<file path="config.mk">
export PLATFORM = sky130hd
export DESIGN_NAME = clkdiv_bank
export DESIGN_NICKNAME = d
export VERILOG_FILES = /design/src/rtl/clkdiv_pkg.sv /design/src/rtl/clkdiv_ctrl.sv /design/src/rtl/clkdiv_group.sv /design/src/rtl/clkdiv_bank.sv
export SDC_FILE = /design/constraint.sdc
export NUM_CORES = 1
export LEC_CHECK = 0
export BUFFER_PORTS_ARGS = -buffer_cell sky130_fd_sc_hd__buf_2
export CAP_MARGIN = 20
export CORE_MARGIN = 4
export CORE_UTILIZATION = 45
export CTS_CLUSTER_DIAMETER = 200
export CTS_CLUSTER_SIZE = 30
export DETAILED_ROUTE_END_ITERATION = 8
export PLACE_DENSITY = 0.79
export SLEW_MARGIN = 5
export SYNTH_ARGS = -nofsm -noshare
export SYNTH_HDL_FRONTEND = slang
export SYNTH_SLANG_ARGS = --single-unit
</file>
<file path="constraint.sdc">
create_clock -name clk -period 1.4 [get_ports clk]
set_input_delay 0.14 -clock clk [delete_from_list [all_inputs] [get_ports clk]]
set_output_delay 0.14 -clock clk [all_outputs]
set_load 0.1 [all_outputs]
</file>
<file path="src/rtl/clkdiv_pkg.sv">
package clkdiv_pkg;

  // Strobes from the control unit to each bank datapath
  typedef struct packed {
    logic capture;   // reset active: load ratio code, clear counter and phase
    logic firstRun;  // the coming edge is the first one after reset release
  } divStrobe_t;

  localparam logic [1:0] GATE_A_OFF    = 2'b10;
  localparam logic [1:0] GATE_A_PAIR   = 2'b01;
  localparam logic [1:0] GATE_B_SINGLE = 2'b01;
  localparam logic [1:0] GATE_B_TRIPLE = 2'b10;

  // Half of the division ratio for a bank and code
  function automatic int unsigned halfRatio(input bit isB, input logic [1:0] code);
    case (code)
      2'd0:    return 20;
      2'd1:    return 10;
      2'd2:    return isB ? 5 : 8;
      default: return 4;
    endcase
  endfunction

endpackage

</file>
<file path="src/rtl/clkdiv_ctrl.sv">
module clkdiv_ctrl
  import clkdiv_pkg::*;
#(
  parameter int NUM_A = 4,
  parameter int NUM_B = 5,
  parameter int SUB_A = 2,
  parameter int SUB_B = 3
) (
  input  logic             clk,
  input  logic             rstN,
  input  logic [1:0]       enModeA,
  input  logic [1:0]       enModeB,
  output divStrobe_t       strb,
  output logic [NUM_A-1:0] maskA,
  output logic [NUM_B-1:0] maskB,
  output logic             cfgError
);

  localparam logic [NUM_A-1:0] ALL_A  = '1;
  localparam logic [NUM_B-1:0] ALL_B  = '1;
  localparam logic [NUM_A-1:0] PART_A = NUM_A'((1 << SUB_A) - 1);
  localparam logic [NUM_B-1:0] PART_B = NUM_B'((1 << SUB_B) - 1);
  localparam logic [NUM_B-1:0] ONE_B  = NUM_B'(1);

  logic             startedQ;
  logic [NUM_A-1:0] nextMaskA;
  logic [NUM_B-1:0] nextMaskB;

  always_comb begin
    case (enModeA)
      GATE_A_PAIR: nextMaskA = PART_A;
      GATE_A_OFF:  nextMaskA = '0;
      default:     nextMaskA = ALL_A;
    endcase
    case (enModeB)
      GATE_B_SINGLE: nextMaskB = ONE_B;
      GATE_B_TRIPLE: nextMaskB = PART_B;
      default:       nextMaskB = ALL_B;
    endcase
  end

  always_ff @(posedge clk) begin
    if (!rstN) begin
      startedQ <= 1'b0;
      maskA    <= '0;
      maskB    <= '0;
      cfgError <= 1'b0;
    end else begin
      startedQ <= 1'b1;
      maskA    <= nextMaskA;
      maskB    <= nextMaskB;
      cfgError <= (enModeA == GATE_A_OFF) && (enModeB == GATE_B_SINGLE);
    end
  end

  assign strb.capture  = ~rstN;
  assign strb.firstRun = rstN & ~startedQ;


  bank_b_first_on_chk: assert property (@(posedge clk) disable iff (!rstN)
    startedQ |-> maskB[0]);


  bank_a_subset_chk: assert property (@(posedge clk) disable iff (!rstN)
    (maskA[NUM_A-1:SUB_A] != '0) |-> (maskA[SUB_A-1:0] == PART_A[SUB_A-1:0]));


  reset_clears_chk: assert property (@(posedge clk)
    !rstN |=> (maskA == '0 && maskB == '0 && !cfgError));

endmodule

</file>
<file path="src/rtl/clkdiv_group.sv">
module clkdiv_group
  import clkdiv_pkg::*;
#(
  parameter int NUM_OUT = 4,
  parameter bit IS_B    = 1'b0,
  parameter int MAX_HALF = 20,
  localparam int CNT_W  = $clog2(MAX_HALF)
) (
  input  logic               clk,
  input  divStrobe_t         strb,
  input  logic [1:0]         divSel,
  input  logic [NUM_OUT-1:0] mask,
  output logic [NUM_OUT-1:0] clkOut
);

  logic [1:0]       divCodeQ;
  logic [CNT_W-1:0] cntQ;
  logic [CNT_W-1:0] reloadVal;
  logic             phaseQ;

  assign reloadVal = CNT_W'(halfRatio(IS_B, divCodeQ) - 1);

  // Counter loads zero at reset so the first running edge toggles the phase
  always_ff @(posedge clk) begin
    if (strb.capture) begin
      divCodeQ <= divSel;
      cntQ     <= '0;
      phaseQ   <= 1'b0;
    end else if (cntQ == '0) begin
      cntQ   <= reloadVal;
      phaseQ <= ~phaseQ;
    end else begin
      cntQ <= cntQ - 1'b1;
    end
  end

  for (genvar g = 0; g < NUM_OUT; g++) begin : gate
    assign clkOut[g] = phaseQ & mask[g];
  end


  first_edge_high_chk: assert property (@(posedge clk) disable iff (strb.capture)
    strb.firstRun |=> phaseQ);


  phase_hold_chk: assert property (@(posedge clk) disable iff (strb.capture)
    (cntQ != '0) |=> $stable(phaseQ));


  count_range_chk: assert property (@(posedge clk) disable iff (strb.capture)
    cntQ <= reloadVal);


  ratio_frozen_chk: assert property (@(posedge clk) disable iff (strb.capture)
    !strb.firstRun |=> $stable(divCodeQ));

endmodule

</file>
<file path="src/rtl/clkdiv_bank.sv">
module clkdiv_bank
  import clkdiv_pkg::*;
#(
  parameter int NUM_A = 4,
  parameter int NUM_B = 5,
  parameter int SUB_A = 2,
  parameter int SUB_B = 3,
  parameter int MAX_HALF = 20
) (
  input  logic             clk,
  input  logic             rstN,
  input  logic [1:0]       divSelA,
  input  logic [1:0]       divSelB,
  input  logic [1:0]       enModeA,
  input  logic [1:0]       enModeB,
  output logic [NUM_A-1:0] clkOutA,
  output logic [NUM_B-1:0] clkOutB,
  output logic [NUM_A-1:0] validA,
  output logic [NUM_B-1:0] validB,
  output logic             cfgError
);

  divStrobe_t       strb;
  logic [NUM_A-1:0] maskA;
  logic [NUM_B-1:0] maskB;

  clkdiv_ctrl #(.NUM_A(NUM_A), .NUM_B(NUM_B), .SUB_A(SUB_A), .SUB_B(SUB_B)) uCtrl (
    .clk(clk), .rstN(rstN), .enModeA(enModeA), .enModeB(enModeB),
    .strb(strb), .maskA(maskA), .maskB(maskB), .cfgError(cfgError)
  );

  clkdiv_group #(.NUM_OUT(NUM_A), .IS_B(1'b0), .MAX_HALF(MAX_HALF)) uGroupA (
    .clk(clk), .strb(strb), .divSel(divSelA), .mask(maskA), .clkOut(clkOutA)
  );

  clkdiv_group #(.NUM_OUT(NUM_B), .IS_B(1'b1), .MAX_HALF(MAX_HALF)) uGroupB (
    .clk(clk), .strb(strb), .divSel(divSelB), .mask(maskB), .clkOut(clkOutB)
  );

  assign validA = maskA;
  assign validB = maskB;


  banks_aligned_chk: assert property (@(posedge clk) disable iff (!rstN)
    (maskA[0] && maskB[0] && $past(rstN) && !$past(rstN, 2) && $past(1'b1, 2))
      |-> (clkOutA[0] && clkOutB[0]));


  gated_low_chk: assert property (@(posedge clk)
    ((clkOutA & ~validA) == '0) && ((clkOutB & ~validB) == '0));

endmodule

</file>
==> Yosys cells after proc, flatten, opt, wreduce, memory -nomap -nowiden <==
Index checks and enable logic that the tools add are counted.
{ "totals": {"word_cells": 43, "regBits": 26, "in_bits": 10} }
{ "op_classes": {"eq_ne": 8, "addsub": 4, "n_mux": 6, "reduce_logical": 5, "n_bitwise": 11} }
{ "op_table": {"columns": ["operator", "n"], "rows": [
  ["case mux 5 bit (3 select lines)", 2],
  ["subtractor 5 x 1 -> 5 bit (second input constant)", 4],
  ["logical NOT 5 bit", 2],
  ["two-way mux 5 bit", 2],
  ["case mux 5 bit (2 select lines)", 1],
  ["bitwise AND 1 bit", 9],
  ["equality test 2 x 1 -> 1 bit (second input constant)", 4],
  ["equality test 2 bit (second input constant)", 4],
  ["case mux 4 bit (2 select lines)", 1],
  ["logical NOT 2 bit", 2],
  ["NOT 1 bit", 2],
  ["logical AND 1 bit", 1]
]} }

==> Longest topological paths before layout <==
{ "depth": {"word_depth": 4, "ltp_mapped": 7} }

==> Hierarchy <==
From an unflattened synthesis, not the netlist that was laid out.
{ "hier_totals": {"cells_unflattened": 108, "area_unflattened_um2": 1063.5} }
{ "modules_own_cells": {"columns": ["module", "instances", "seq_area_each_um2", "cells_each", "area_each_um2"], "rows": [
  ["clkdiv_group (uGroupA)", 1, 180.2, 46, 420.4],
  ["clkdiv_group (uGroupB)", 1, 180.2, 39, 386.6],
  ["clkdiv_ctrl", 1, 140.1, 23, 256.5]
]} }

==> Worst setup path before layout <==
Ideal clock, no wire load.
{ "synth_path": {"kind": "reg2out", "from": "register uCtrl.maskA[1]", "to": "output port clkOutA[1]", "path_stages_with_launch": 3, "arrival_ns": 2.259, "path_slack_ns": -0.999, "path_cell_list": "dfxtp_1 and2_1 buf_4"} }
{ "synth_via": {"elab_chain_cells": 1} }
{ "synth_lines": {"columns": ["element", "line_no", "source"], "rows": [
  ["from (decl)", "clkdiv_ctrl.sv:14", "output logic [NUM_A-1:0] maskA,"],
  ["from (signal assigned)", "clkdiv_ctrl.sv:50", "maskA <= nextMaskA;"],
  ["bitwise AND 1 bit", "clkdiv_group.sv:38", "assign clkOut[g] = phaseQ & mask[g];"],
  ["to (decl)", "clkdiv_bank.sv:16", "output logic [NUM_A-1:0] clkOutA,"]
]} }
Every way passes these cells.

==> Worst setup path in the final report <==
{ "layout_path": {"from": "register uGroupB.cntQ[2]", "to": "register uGroupB.cntQ[4]"} }
{ "layout_via": {"elab_chain_cells": 2, "elab_cells_between_ends": 3, "cone_classes": "add/sub (1); mux (1); reduce/logical (1)"} }
{ "layout_lines": {"columns": ["element", "line_no", "source"], "rows": [
  ["from (decl)", "clkdiv_group.sv:17", "logic [CNT_W-1:0] cntQ;"],
  ["from (signal assigned)", "clkdiv_group.sv:30", "cntQ <= reloadVal;"],
  ["from (signal assigned)", "clkdiv_group.sv:33", "cntQ <= cntQ - 1'b1;"],
  ["subtractor 5 x 1 -> 5 bit / logical NOT 5 bit (equally long branches)", "clkdiv_group.sv:33, clkdiv_group.sv:29", null],
  ["two-way mux 5 bit *", "clkdiv_group.sv:29", "end else if (cntQ == '0) begin"]
]} }
Mark *: on every way between the ends. The rest lies on a longest branch, timed or not.
A chain may end at the register's enable or synchronous reset.

==> metrics.md <==
| Metric | Value |
|---|---|
| Area Growth Syn to Fin | 49.8% |
| Worst Max-Slew Pin Slew | about 0.5 ns |
| Failing checks | setup timing |
| Startpoint types | flop |
| Min Hold Slack | between 0.04 and 0.05 ns |
| Worst EP required | 1.59 ns |
| TritonRoute pass-1 iters | 4 |
| Core ar. | 2190 sq um |
| Worst slew margin | 67.8% |
| Power density cells | 1750 nW/um^2 |
| H-tree levels | 1 |
| Setup slack after layout | -0.220 ns |
| Final wirelength | 2310 um |
| Switch Pwr | ~1100 uW |
| Die outline height | approximately 56 um |
| Avg WL per Cell | 12.8 um |
| Post-synth EDFFs | 4 |
| Clock sinks | 22 |
| Worst reg2reg path endpoint | uGroupB.cntQ[4] |
| Hold path depth | 1 |
| Clk_lat worst skew | 0.31 ns |
| LEAKAGE | 0.000704 uW |
| Clk slew on worst S/H paths | 0.12 ns |
| Antenna-violating nets left | 0 |
| CP Max Fanout | 3 |
| Die area | a little over 3000 sq um |
| Initial antenna violation count | 0 |
| Yosys top cell area share | 35.0% |
| Most used cell, CP | a21oi_1 |
| Global route overflow | 0 |
| DP Worst Slack | -0.274 ns |
| Placer Congestion | 0.774 |
| DR vias | 910 |
| DRC viols | 0 |
| Number of global-route vias before repair | 900 |
| Max stage delay on crit path | between 0.3 and 0.4 ns |
| Layout cell share with drive strength beyond 1 | between 50% and 60% |
| Final setup fails | 6 |
| Post-Layout Cell Count | 180 |
| Count leader, synth | dfxtp_1 |
| Hold Path End | uCtrl.maskB[0] |
| Final Hold Vio Count | 0 |
| RSZ-0062 raised after global routing | yes |
| First-pass GRT wire length | 3590 um |
| Max Cap Viol | 0 |
| Worst Hold Launch | rstN |
| Initial DRC Count | 26 |
| Nets | 170 |
| P_int | 1580 uW |
| R2R setup slack | -0.22 ns |
| Aggregate global-route resource usage | 14.2% |
| Largest net degree at the start of global routing | 13 |
| Sequential group share of total power | about a third |
| Inserted Clock Buffers | 3 |
| Top Ports | 29 |
| CP Class | flop to flop |
| Initial Util | 47.0% |
| Primary FF master, synth | dfxtp_1 |
| R2R depth | 7 |
| Logic pwr share | 53.8% |
| Netlist cell types | 28 |
| CTS tree | built |
| Post-synth top area cell | dfxtp_1 |
| Placed cell area | 1290 sq um |
| Status | complete, but fails checks |
| Worst Path Arrival | 1.81 ns |
| Mapped Nets | 121 |
| Final min period | around 1.6 ns |
| Synthesized area per cell | 9.90 sq um |
| Cells after synthesis | about 100 |
| Sequential area share after synthesis | between 40% and 50% |
| Antenna cells | 0 |
| Placed cells | 165 |
| Rows | 17 |
| Crit path cell chain | or3_4, nor3_2, a21oi_1, ha_2, nor3b_4, mux2i_1, a21oi_1 |
| Commonest cells in the netlist | dfxtp_1, a21oi_1, and2_1, buf_4 |
| Clock Tree Buf Depth | 2 |
| Clock share of power | around an eighth |
| Drt via density | a little over 5 |
| Ys async rst share | 0% |
| Crit. End Element | flop |
| Synth Register Bits | 22 |
| YS warnings | 0 |
| Port Buf Inserts | 28 |
| CTS root buffer | clkbuf_4 |
| Clock skew | 0.00635 ns |
| Max IR drop VDD | 1060 uV |
| Die X | 55.8 um |
| Finished Cell Area | around 1500 sq um |
| Sw Ratio | 41.6% |
| Fin crit share | 116% |
| Slew Limit Fails | 0 |
| Total negative setup slack | -0.741 ns |
| Post-DP HPWL | ~1600 um |
| Post-synthesis instance area | 1030 sq um |
| Top post-synthesis cells by area | dfxtp_1, edfxtp_1, ha_1, buf_4, and2_1 |
| FF-to-FF Start | uGroupB.cntQ[2] |
| Worst Hold Class | input port to flop |
| Fmax | 617 MHz |
| Critical-path top delay cell | or3_4 |
[cell families (layout without fill, tap and decap cells)]
| group | after synthesis | in the layout | share of synthesized area, % |
|---|---|---|---|
| simple gates | 37 | 37 | 20.7 |
| buf+inv | 16 | 64 | 9.48 |
| flops | 22 | 22 | 46.7 |
| compound gates | 19 | 19 | 11.8 |
| fa+ha+maj | 7 | 7 | 8.51 |
| mux | 3 | 3 | 2.92 |
[through the flow]
stage                     util [%]  power [uW]
after floorplan                  -        1760
after global placement        58.7        2040
after detailed placement      58.7        2090
after CTS                     64.1        2510
after global routing          70.4        2840
final                         70.4        2700
[routing by layer]
layer  share of wire, %  vias to the layer above  global-route usage [%]  wire [um]
li1                   -                      450                       -          -
met1                 45                      421                    15.0       1050
met2                 45                       34                    24.5       1050
met3                7.5                        5                    4.41        173
met4                1.7                        0                    8.47         40
met5                  0                        -                       0          0
[power groups by stage]
| stage | Clock (uW) | Combinational [uW] | Sequential [uW] |
|---|---|---|---|
| floorplan | 0 | 806 | 957 |
| finish | 348 | 1450 | 900 |
| CTS | 352 | 1280 | 877 |
| global route | 383 | 1540 | 914 |
| global placement | 0 | 1160 | 875 |
| detailed placement | 0 | 1200 | 887 |
[worst max path at each step]
stage,from,endpoint,slack (ns),depth (start not counted)
after global placement,uGroupB.cntQ[2],uGroupB.cntQ[4],-0.16,7
after CTS,uGroupB.cntQ[2],uGroupB.cntQ[4],-0.23,7
after global routing,uGroupB.cntQ[2],uGroupB.cntQ[4],-0.28,7
after detailed placement,uGroupB.cntQ[3],uGroupB.cntQ[4],-0.27,6
after floorplan,uCtrl.maskA[1],clkOutA[1],-0.17,2
final,uGroupB.cntQ[2],uGroupB.cntQ[4],-0.22,7
[area by class of cell]
class                      count  area (sq um)
inverter                       7          26.3
tap                           28          35.0
multi-input combinational     66           568
timing repair buffer          53           377
sequential                    22           500
fill                         143           648
clock buffer                   4          36.3
[worst max-delay path, delay by kind of cell, from the launching register on]
kind                       cells  cell delay (ns)
and+or+nand+nor                3             0.64
DFF                            1             0.36
adders and majority gates      1             0.19
AOI/OAI and AO/OA              2             0.18
muxes                          1             0.14
[timing repair]
action	CTS	global route
endpoints found under the hold margin	4	0
hold buffers	4	0
buffers inserted	2	5
pin swaps	3	7
resized for setup	11	22
endpoints found under the setup margin	10	11
[state kept, by name, summed over array words and instances (netlist names)]
register          flops
uGroupA.phaseQ        1
uCtrl.maskB           3
uGroupA.divCodeQ      2
uGroupB.phaseQ        1
uGroupB.divCodeQ      2
uCtrl.maskA           2
uGroupB.cntQ          5
uGroupA.cntQ          5
uCtrl.cfgError        1
[cell usage in the layout, fill, tap and decap left out, types with 2 or more instances in the layout]
cell type      synthesis  final
and2_4                 0      4
a21oi_2                0      2
dlygate4sd3_1          0      4
edfxtp_1               4      4
or4_1                  2      2
buf_4                  8     24
nor3_2                 0      2
nand2b_1               2      2
dfxtp_4                0      3
nor2_1                 6      6
nand3b_1               2      2
or3_4                  1      2
o21ai_0                2      2
a21oi_1                9      7
dfxtp_2                0      7
clkbuf_4               0      7
mux2i_1                3      3
and2_1                 8      3
inv_2                  0      3
ha_1                   7      3
buf_2                  0     19
dfxtp_1               18      8
ha_4                   0      3
nor3_1                 5      2
nand2_1                4      4
inv_1                  7      4
No activity file was read; power rests on OpenSTA's default activity.
